<file path="src/rtl/swirq_pkg.sv">
package swirq_pkg;
  localparam int NUM_CLASSES = 5;
  localparam int CLS_W = 3;

  typedef struct packed {
    logic             push;
    logic [CLS_W-1:0] pushCls;
    logic             pop;
    logic [CLS_W-1:0] popCls;
    logic             clearRun;
  } swirq_ctl_t;
endpackage

</file>
<file path="src/rtl/swirq_datapath.sv">
module swirq_datapath
  import swirq_pkg::*;
#(
  parameter int ID_W        = 4,
  parameter int QUEUE_DEPTH = 4
) (
  input  logic                   clk,
  input  logic                   rstN,
  input  swirq_ctl_t             ctl,
  input  logic [ID_W-1:0]        causeId,
  output logic [NUM_CLASSES-1:0] clsNotEmpty,
  output logic [NUM_CLASSES-1:0] clsFull,
  output logic                   idPending,
  output logic                   idRunning,
  output logic                   busy,
  output logic                   runReq,
  output logic [ID_W-1:0]        runId
);
  localparam int NUM_IDS = 1 << ID_W;
  localparam int PTR_W   = (QUEUE_DEPTH > 1) ? $clog2(QUEUE_DEPTH) : 1;
  localparam int CNT_W   = $clog2(QUEUE_DEPTH + 1);

  logic [ID_W-1:0]    headId [NUM_CLASSES];
  logic [ID_W-1:0]    popId;
  logic [NUM_IDS-1:0] pendQ;
  logic               busyQ;
  logic               runReqQ;
  logic [ID_W-1:0]    runIdQ;

  for (genvar c = 0; c < NUM_CLASSES; c++) begin : g_cls
    logic [ID_W-1:0]  mem [QUEUE_DEPTH];
    logic [PTR_W-1:0] wrPtr, rdPtr;
    logic [CNT_W-1:0] fill;
    logic             doPush, doPop;

    assign doPush = ctl.push && (ctl.pushCls == CLS_W'(c));
    assign doPop  = ctl.pop  && (ctl.popCls  == CLS_W'(c));
    assign clsNotEmpty[c] = (fill != '0);
    assign clsFull[c]     = (fill == CNT_W'(QUEUE_DEPTH));
    assign headId[c]      = mem[rdPtr];

    always_ff @(posedge clk) begin
      if (doPush) mem[wrPtr] <= causeId;
    end

    always_ff @(posedge clk or negedge rstN) begin
      if (!rstN) begin
        wrPtr <= '0;
        rdPtr <= '0;
        fill  <= '0;
      end else begin
        if (doPush) wrPtr <= (wrPtr == PTR_W'(QUEUE_DEPTH - 1)) ? '0 : wrPtr + 1'b1;
        if (doPop)  rdPtr <= (rdPtr == PTR_W'(QUEUE_DEPTH - 1)) ? '0 : rdPtr + 1'b1;
        if (doPush && !doPop)      fill <= fill + 1'b1;
        else if (doPop && !doPush) fill <= fill - 1'b1;
      end
    end
  end

  always_comb begin
    popId = '0;
    for (int c = 0; c < NUM_CLASSES; c++) begin
      if (ctl.popCls == CLS_W'(c)) popId = headId[c];
    end
  end

  always_ff @(posedge clk or negedge rstN) begin
    if (!rstN) begin
      pendQ   <= '0;
      busyQ   <= 1'b0;
      runReqQ <= 1'b0;
      runIdQ  <= '0;
    end else begin
      if (ctl.push) pendQ[causeId] <= 1'b1;
      if (ctl.pop)  pendQ[popId]   <= 1'b0;
      runReqQ <= ctl.pop;
      if (ctl.pop) begin
        busyQ  <= 1'b1;
        runIdQ <= popId;
      end else if (ctl.clearRun) begin
        busyQ <= 1'b0;
      end
    end
  end

  assign idPending = pendQ[causeId];
  assign idRunning = busyQ && (runIdQ == causeId);
  assign busy      = busyQ;
  assign runReq    = runReqQ;
  assign runId     = runIdQ;

  AST_POP_WHEN_IDLE: assert property (@(posedge clk) disable iff (!rstN)
    ctl.pop |-> !busyQ);
  AST_RUN_HELD: assert property (@(posedge clk) disable iff (!rstN)
    (busyQ && !ctl.clearRun) |=> (busyQ && $stable(runIdQ)));
  AST_TOP_CLASS: assert property (@(posedge clk) disable iff (!rstN)
    ctl.pop |-> ((clsNotEmpty >> ctl.popCls) == NUM_CLASSES'(1)));
  AST_NO_OVERFLOW: assert property (@(posedge clk) disable iff (!rstN)
    ctl.push |-> ((clsFull >> ctl.pushCls) & NUM_CLASSES'(1)) == '0);
  AST_PUSH_UNIQUE: assert property (@(posedge clk) disable iff (!rstN)
    ctl.push |-> !pendQ[causeId]);
  AST_RUN_NOT_PENDING: assert property (@(posedge clk) disable iff (!rstN)
    busyQ |-> !pendQ[runIdQ]);
endmodule

</file>
<file path="src/rtl/swirq_control.sv">
module swirq_control
  import swirq_pkg::*;
#(
  parameter int MAX_NEST = 126
) (
  input  logic                   clk,
  input  logic                   rstN,
  input  logic                   causeValid,
  input  logic [CLS_W-1:0]       causePri,
  input  logic                   hwActive,
  input  logic                   doneStrobe,
  input  logic                   disableStrobe,
  input  logic                   enableStrobe,
  input  logic [NUM_CLASSES-1:0] clsNotEmpty,
  input  logic [NUM_CLASSES-1:0] clsFull,
  input  logic                   idPending,
  input  logic                   idRunning,
  input  logic                   busy,
  output swirq_ctl_t             ctl,
  output logic                   disErr
);
  localparam int NEST_W = $clog2(MAX_NEST + 1);

  logic [NEST_W-1:0] nestQ;
  logic              errQ;
  logic              clsValid;
  logic              fullSel;
  logic [CLS_W-1:0]  topCls;

  assign clsValid = (causePri < CLS_W'(NUM_CLASSES));

  always_comb begin
    fullSel = 1'b0;
    topCls  = '0;
    for (int c = 0; c < NUM_CLASSES; c++) begin
      if (causePri == CLS_W'(c)) fullSel = clsFull[c];
      if (clsNotEmpty[c])        topCls  = CLS_W'(c);
    end
  end

  always_comb begin
    ctl          = '0;
    ctl.push     = causeValid && clsValid && !idPending && !idRunning && !fullSel;
    ctl.pushCls  = causePri;
    ctl.pop      = !busy && !hwActive && (nestQ == '0) && (|clsNotEmpty);
    ctl.popCls   = topCls;
    ctl.clearRun = busy && doneStrobe;
  end

  always_ff @(posedge clk or negedge rstN) begin
    if (!rstN) begin
      nestQ <= '0;
      errQ  <= 1'b0;
    end else if (disableStrobe && !enableStrobe) begin
      if (nestQ == NEST_W'(MAX_NEST)) errQ <= 1'b1;
      else                            nestQ <= nestQ + 1'b1;
    end else if (enableStrobe && !disableStrobe) begin
      if (nestQ == '0) errQ <= 1'b1;
      else             nestQ <= nestQ - 1'b1;
    end
  end

  assign disErr = errQ;

  AST_NEST_BOUND: assert property (@(posedge clk) disable iff (!rstN)
    nestQ <= NEST_W'(MAX_NEST));
  AST_ERR_STICKY: assert property (@(posedge clk) disable iff (!rstN)
    errQ |=> errQ);
  AST_SAT_HOLD: assert property (@(posedge clk) disable iff (!rstN)
    (disableStrobe && !enableStrobe && nestQ == NEST_W'(MAX_NEST)) |=> ($stable(nestQ) && errQ));
  AST_BOTH_HOLD: assert property (@(posedge clk) disable iff (!rstN)
    (disableStrobe && enableStrobe) |=> $stable(nestQ));
endmodule

</file>
<file path="src/rtl/swirq_arbiter.sv">
module swirq_arbiter
  import swirq_pkg::*;
#(
  parameter int ID_W        = 4,
  parameter int QUEUE_DEPTH = 4,
  parameter int MAX_NEST    = 126
) (
  input  logic             clk,
  input  logic             rstN,
  input  logic             causeValid,
  input  logic [ID_W-1:0]  causeId,
  input  logic [2:0]       causePri,
  input  logic             hwActive,
  input  logic             doneStrobe,
  input  logic             disableStrobe,
  input  logic             enableStrobe,
  output logic             runReq,
  output logic [ID_W-1:0]  runId,
  output logic             busy,
  output logic             disErr
);
  swirq_ctl_t             ctl;
  logic [NUM_CLASSES-1:0] clsNotEmpty;
  logic [NUM_CLASSES-1:0] clsFull;
  logic                   idPending;
  logic                   idRunning;

  swirq_control #(.MAX_NEST(MAX_NEST)) i_control (
    .clk(clk), .rstN(rstN), .causeValid(causeValid), .causePri(causePri),
    .hwActive(hwActive), .doneStrobe(doneStrobe), .disableStrobe(disableStrobe),
    .enableStrobe(enableStrobe), .clsNotEmpty(clsNotEmpty), .clsFull(clsFull),
    .idPending(idPending), .idRunning(idRunning), .busy(busy), .ctl(ctl),
    .disErr(disErr)
  );

  swirq_datapath #(.ID_W(ID_W), .QUEUE_DEPTH(QUEUE_DEPTH)) i_datapath (
    .clk(clk), .rstN(rstN), .ctl(ctl), .causeId(causeId),
    .clsNotEmpty(clsNotEmpty), .clsFull(clsFull), .idPending(idPending),
    .idRunning(idRunning), .busy(busy), .runReq(runReq), .runId(runId)
  );

  AST_DEFER_HW: assert property (@(posedge clk) disable iff (!rstN)
    $rose(busy) |-> $past(!hwActive));
  AST_START_PULSE: assert property (@(posedge clk) disable iff (!rstN)
    runReq |=> !runReq);
endmodule

</file>
<file path="config.mk">
export PLATFORM = sky130hd
export DESIGN_NAME = swirq_arbiter
export DESIGN_NICKNAME = d
export VERILOG_FILES = /design/src/rtl/swirq_pkg.sv /design/src/rtl/swirq_datapath.sv /design/src/rtl/swirq_control.sv /design/src/rtl/swirq_arbiter.sv
export SDC_FILE = /design/constraint.sdc
export NUM_CORES = 1
export LEC_CHECK = 0
export BUFFER_PORTS_ARGS = -buffer_cell sky130_fd_sc_hd__clkbuf_2
export CAP_MARGIN = 10
export CORE_MARGIN = 8
export CORE_UTILIZATION = 70
export CTS_BUF_LIST = sky130_fd_sc_hd__clkbuf_8
export CTS_CLUSTER_DIAMETER = 50
export CTS_CLUSTER_SIZE = 12
export DETAILED_ROUTE_END_ITERATION = 8
export PLACE_DENSITY = 0.89
export SKIP_LAST_GASP = 1
export SLEW_MARGIN = 20
export SYNTH_ARGS = -nofsm -noshare
export SYNTH_HDL_FRONTEND = slang
export SYNTH_HIERARCHICAL = 1
export SYNTH_SLANG_ARGS = --single-unit
</file>
<file path="constraint.sdc">
create_clock -name clk -period 8.4 [get_ports clk]
set_clock_uncertainty 0.15 [all_clocks]
set_input_delay 1.26 -clock clk [delete_from_list [all_inputs] [get_ports clk]]
set_output_delay 1.26 -clock clk [all_outputs]
set_load 0.005 [all_outputs]
</file>
**Yosys cells after proc, flatten, opt, wreduce, memory -nomap -nowiden**

Memory sizes are Yosys's and may differ from the RTL's.
Index checks and enable logic that the tools add are counted.

- Input port bits: 14
- Output and inout bits: 7
- Memories: 5
- Flip-flop bits (word level): 65
- RAM bits: 80
- Word-level logic and storage cells: 215

Memories:

| name | depth | bits a word | read ports | clocked after memory_dff | wr ports | line | RTL |
|---|---|---|---|---|---|---|---|
| i_datapath.g_cls[0].mem | 4 | 4 | 1 | 0 | 1 | swirq_datapath.sv:31 | `logic [ID_W-1:0] mem [QUEUE_DEPTH];` |
| i_datapath.g_cls[1].mem | 4 | 4 | 1 | 0 | 1 | swirq_datapath.sv:31 |  |
| i_datapath.g_cls[2].mem | 4 | 4 | 1 | 0 | 1 | swirq_datapath.sv:31 |  |
| i_datapath.g_cls[3].mem | 4 | 4 | 1 | 0 | 1 | swirq_datapath.sv:31 |  |
| i_datapath.g_cls[4].mem | 4 | 4 | 1 | 0 | 1 | swirq_datapath.sv:31 |  |

- $add $sub $neg: 22
- Bitwise gates (word level): 3
- Equality and inequality tests: 28
- Multiplexer cells: 62
- Reductions and logical operators: 69
- Order comparisons: 5

Operator list:

| kind | number |
|---|---|
| 1-bit logical AND | 33 |
| 3-bit two-way mux | 11 |
| 16-bit two-way mux | 2 |
| 7-bit two-way mux | 4 |
| 1-bit two-way mux | 25 |
| 2-bit two-way mux | 12 |
| 3-bit equality test (second input constant) | 7 |
| 2-bit by 1-bit adder with 2-bit output (second input constant) | 10 |
| 2-bit equality test (second input constant) | 10 |
| 4-bit two-way mux | 5 |
| 1-bit zero test | 17 |
| 16-bit AND | 1 |
| 16-bit inverter | 1 |
| 16-bit OR | 1 |
| 2-bit nonzero test | 8 |
| 3-bit by 1-bit adder with 3-bit output (second input constant) | 5 |
| 3-bit nonzero test | 5 |
| 3-bit by 1-bit subtractor with 3-bit output (second input constant) | 5 |
| 3-bit by 2-bit equality test with 1-bit output (second input constant) | 4 |
| 4-bit by 5-bit < comparator with 1-bit output (second input constant) | 2 |
| 1-bit demux with 4-bit select | 2 |
| 4-bit by 1-bit >= comparator with 1-bit output (second input constant) | 2 |
| 7-bit by 1-bit adder with 7-bit output (second input constant) | 1 |
| 7-bit equality test (second input constant) | 1 |
| other kinds (10) | 15 |

**Depth between registers and ports, before layout**

- Depth after elaboration: 18
- Depth in mapped cells: 15
- Mapped depth without buffers: 14

**Hierarchy**

The synthesis kept the hierarchy.

Modules (own cells, without submodules):

| module | sequential area each (um^2) | cells an instance | times used | area each (um^2) |
|---|---|---|---|---|
| swirq_datapath | 3828.7 | 431 | 1 | 6378.6 |
| swirq_control | 200.2 | 83 | 1 | 803.3 |

**Worst setup path after synthesis**

Ideal clock, no wire load.

- Path type: input-to-reg
- Start point: input port causeId[0]
- End point: register i_datapath.g_cls[0].fill[2]
- Stages on the path: 12
- Arrival time: 4.944 ns
- Library setup time: 0.079 ns
- Slack: 3.227 ns
- Required time: 8.171 ns
- Cell sequence: buf_1 mux4_2 mux4_2 nor4b_1 nor2b_1 nor3b_1 ha_1 inv_1 fa_1 xor2_1 nor2_1 xor2_1

RTL lines:

| what | line | RTL |
|---|---|---|
| start: declaration | swirq_arbiter.sv:11 | `input logic [ID_W-1:0] causeId,` |
| end signal: assignment | swirq_datapath.sv:54 | `if (doPush && !doPop) fill <= fill + 1'b1;` |
| end signal: assignment | swirq_datapath.sv:55 | `else if (doPop && !doPush) fill <= fill - 1'b1;` |
| end: declaration | swirq_datapath.sv:33 | `logic [CNT_W-1:0] fill;` |

==> metrics.csv <==
metric;value;unit
numCtsBuffers;17;
p_leak;3.08;nW
regArea;4030;sq um
synthCells;514;
holdPathStages;1;
drt_pass1_iterations;5;
fin_crit;5.41;ns
final_layout_size_suffix_gt1_share;23.2;%
syn_area;7180;sq um
hpwl;9770;um
cp.required;8.63;ns
ys_ff_latch;145;
ys_warn_count;6;
crit_type;in -> reg;
holdWs;0.308;ns
met2WireLength;7080;um
cp_top_family;simple AND/OR/NAND/NOR gates;
synth.distinct_cells;63;
antenna_found_initial;0;
post-cts-setup-buffer-count;0;
status;completed;
wl_per_cell;20.5;um
port_buffers;20;
fillCellCount;589;
cts_max_level;4;
ff2ff_path_depth;12;
cts_tree;done;
cts_root_buf;clkbuf_8;
multi_input_area;2970;sq um
hp-class;reg -> reg;
insertedDiodeCount;0;
fmax;185;MHz
worstSetupEndpointType;register;
yosysTopAreaCell;edfxtp_1;
grt_overflow;0;
routed_wl;14100;um
slew_violations;0;
setup_viol;0;
fin_util;76.7;%
timing.rr.end;i_datapath/g_cls[0].fill[2]$_DFFE_PN0P_;
cts.sinks;145;
maxCapViolations;0;
p_per_area;305;nW/um^2
tightest_slew;1.04;ns
ant_nets;0;
areaGrowthSynthToFinish;8.31;%
clockBufferDepth;2;
clk_latency;0.46;ns
netlist.area_leader.share;33.4;%
die-area;13800;sq um
clkTransAtPathRegs;0.08;ns
maxSlewHeadroom;29.9;%
crit_start;causeId[0];
finalSetupTns;0;ns
vdd_drop_max;215;uV
crit_chain;clkbuf_2 -> mux4_2 -> mux4_2 -> nor4b_1 -> buf_4 -> nor2b_1 -> nor3b_1 -> ha_1 -> inv_1 -> fa_1 -> xor2_1 -> nor2_1 -> xor2_1;
die_x;117;um
m1WireLength;5600;um
cp_slowest_cell;nor3b_1;
viasPerCell;6.23;
pin_count;21;
maxUsedRoutingLayer;met4;
synthTopCellsByArea;edfxtp_1 33%, dfrtp_1 23%, mux4_2 7.8%;
synth_edf_count;80;
core_area;10100;sq um
ctsResizeCount;0;
cp-endpoint;i_datapath/g_cls[0].fill[2]$_DFFE_PN0P_;
hold_buffers;0;
seq_area_frac_synth;56.1;%
finalHoldViolations;0;
vias;4289;
reg2reg_slack;4.05;ns
synthFlopType;edfxtp_1;
syn_nets;572;
met3WireLength;955;um
grt_max_degree;66;
cp.depth;13;
async_flop_share;44.8;%
avgSynthCellArea;14.0;sq um
drc_errors;0;
rows;37;
min-delay-start;i_control/disErr$_DFFE_PN0P_;
synth_common_cells;80 x edfxtp_1, 65 x dfrtp_1, 38 x ha_1, 25 x mux4_2, 25 x nor2_1;
drtIter0Drc;326;
place.gp.congestion;0.850;
grt_pass1_wl;23200;um
critPathLaunchType;input pin;
cp_num_buf_inv;3;
fin_crit_sh;64.4;%
r2r_start;i_datapath/pendQ[11]$_DFF_PN0_;
slowest_delay;0.74;ns
crit_arrival;5.64;ns
nNetsFinal;597;
cp_max_fo;32;
grt_pass1_vias;4470;
fp.dieH;117;um
grt_util_all_layers;23.2;%
initial_core_util;70.8;%
rsz0062_at_grt;false;
synth.most_common_cell;edfxtp_1;
## cell usage in the layout, fill, tap and decap left out, types with 3 or more instances in the layout
master / Yosys / final
or3_1: 5 / 5
clkbuf_2: 0 / 19
nor2_1: 25 / 25
clkinvlp_4: 0 / 3
fa_1: 6 / 6
edfxtp_1: 80 / 80
mux2_4: 5 / 5
a31oi_1: 5 / 5
dfrtp_1: 65 / 65
nor3_1: 9 / 9
buf_4: 5 / 3
nand2_1: 24 / 24
and2_1: 22 / 22
inv_1: 24 / 25
xor2_1: 13 / 13
nand3_1: 6 / 6
a21o_1: 8 / 8
mux4_2: 25 / 25
and3b_1: 3 / 3
nor3b_1: 10 / 10
xnor2_1: 10 / 10
nor2b_1: 5 / 5
mux2_2: 13 / 13
bufinv_16: 0 / 3
clkbuf_8: 0 / 17
ha_1: 38 / 38
clkinv_2: 0 / 5
and3_1: 4 / 4
a21oi_2: 10 / 10
a21oi_1: 24 / 24
nand4_1: 3 / 3
o21ai_0: 14 / 14
## how the worst min path moves through the flow
stage | end | slack [ns]
after CTS | i_control/disErr$_DFFE_PN0P_ | 0.31
after global placement | i_control/disErr$_DFFE_PN0P_ | 0.29
final | i_control/disErr$_DFFE_PN0P_ | 0.31
after detailed placement | i_control/disErr$_DFFE_PN0P_ | 0.29
after global routing | i_control/disErr$_DFFE_PN0P_ | 0.34
after floorplan | i_datapath/g_cls[4].fill[2]$_DFFE_PN0P_ | 0.30
## per-layer routing
| metal | vias to the layer above | track usage [%] |
|---|---|---|
| met1 | 2127 | 27.9 |
| li1 | 1953 | - |
| met3 | 41 | 6.82 |
| met4 | 0 | 10.8 |
| met5 | - | 0 |
| met2 | 168 | 38.0 |
## power by group
group | total [mW] | switching, mW | internal [mW] | leakage [nW]
combinational | 0.775 | 0.414 | 0.360 | 1.36
clock | 0.548 | 0.258 | 0.290 | 0.203
sequential | 1.05 | 0.157 | 0.891 | 1.52
## worst register-to-register path, delay by kind of cell (launching register included)
kind | cells | cell delay [ns]
fa+ha+maj | 2 | 0.69
simple gates | 4 | 1.51
mux | 2 | 0.93
flops | 1 | 0.40
buf+inv | 2 | 0.27
xor+xnor | 2 | 0.34
## logic make-up after synthesis
group                      share of synthesized area [%]
muxes                                               11.2
buffers and inverters                               2.70
adders and majority gates                           8.29
and+or+nand+nor                                     10.9
AOI/OAI and AO/OA                                   7.98
DFF                                                 56.1
xor gates and xnor gates                            2.80
## cell type report
type	count	area share [%]
Sequential cell	145	51.8
Clock inverter	15	2.16
Clock buffer	17	3.01
Tap cell	136	2.19
Inverter	24	1.16
Timing Repair Buffer	23	1.58
Multi-Input combinational cell	328	38.1
## registers in the layout, summed over array words and instances, names as in the netlist
| name | count |
|---|---|
| i_control/disErr | 1 |
| i_control/nestQ | 7 |
| i_datapath/busy | 1 |
| i_datapath/g_cls.fill | 15 |
| i_datapath/g_cls.mem | 80 |
| i_datapath/g_cls.rdPtr | 10 |
| i_datapath/g_cls.wrPtr | 10 |
| i_datapath/pendQ | 16 |
| i_datapath/runId | 4 |
| i_datapath/runReq | 1 |
## through the flow
stage / total power, mW / setup WS [ns] / instance area, sq um / std cells
final: 2.37 / 2.99 / 7780 / 688
after floorplan: 1.63 / 3.23 / 7180 / 514
after global routing: 2.52 / 2.61 / 7780 / 688
after CTS: 2.38 / 3.01 / 7780 / 688
after global placement: 1.76 / 2.82 / 7380 / 656
after detailed placement: 1.82 / 2.60 / 7380 / 656
No activity file was read; power rests on OpenSTA's default activity.
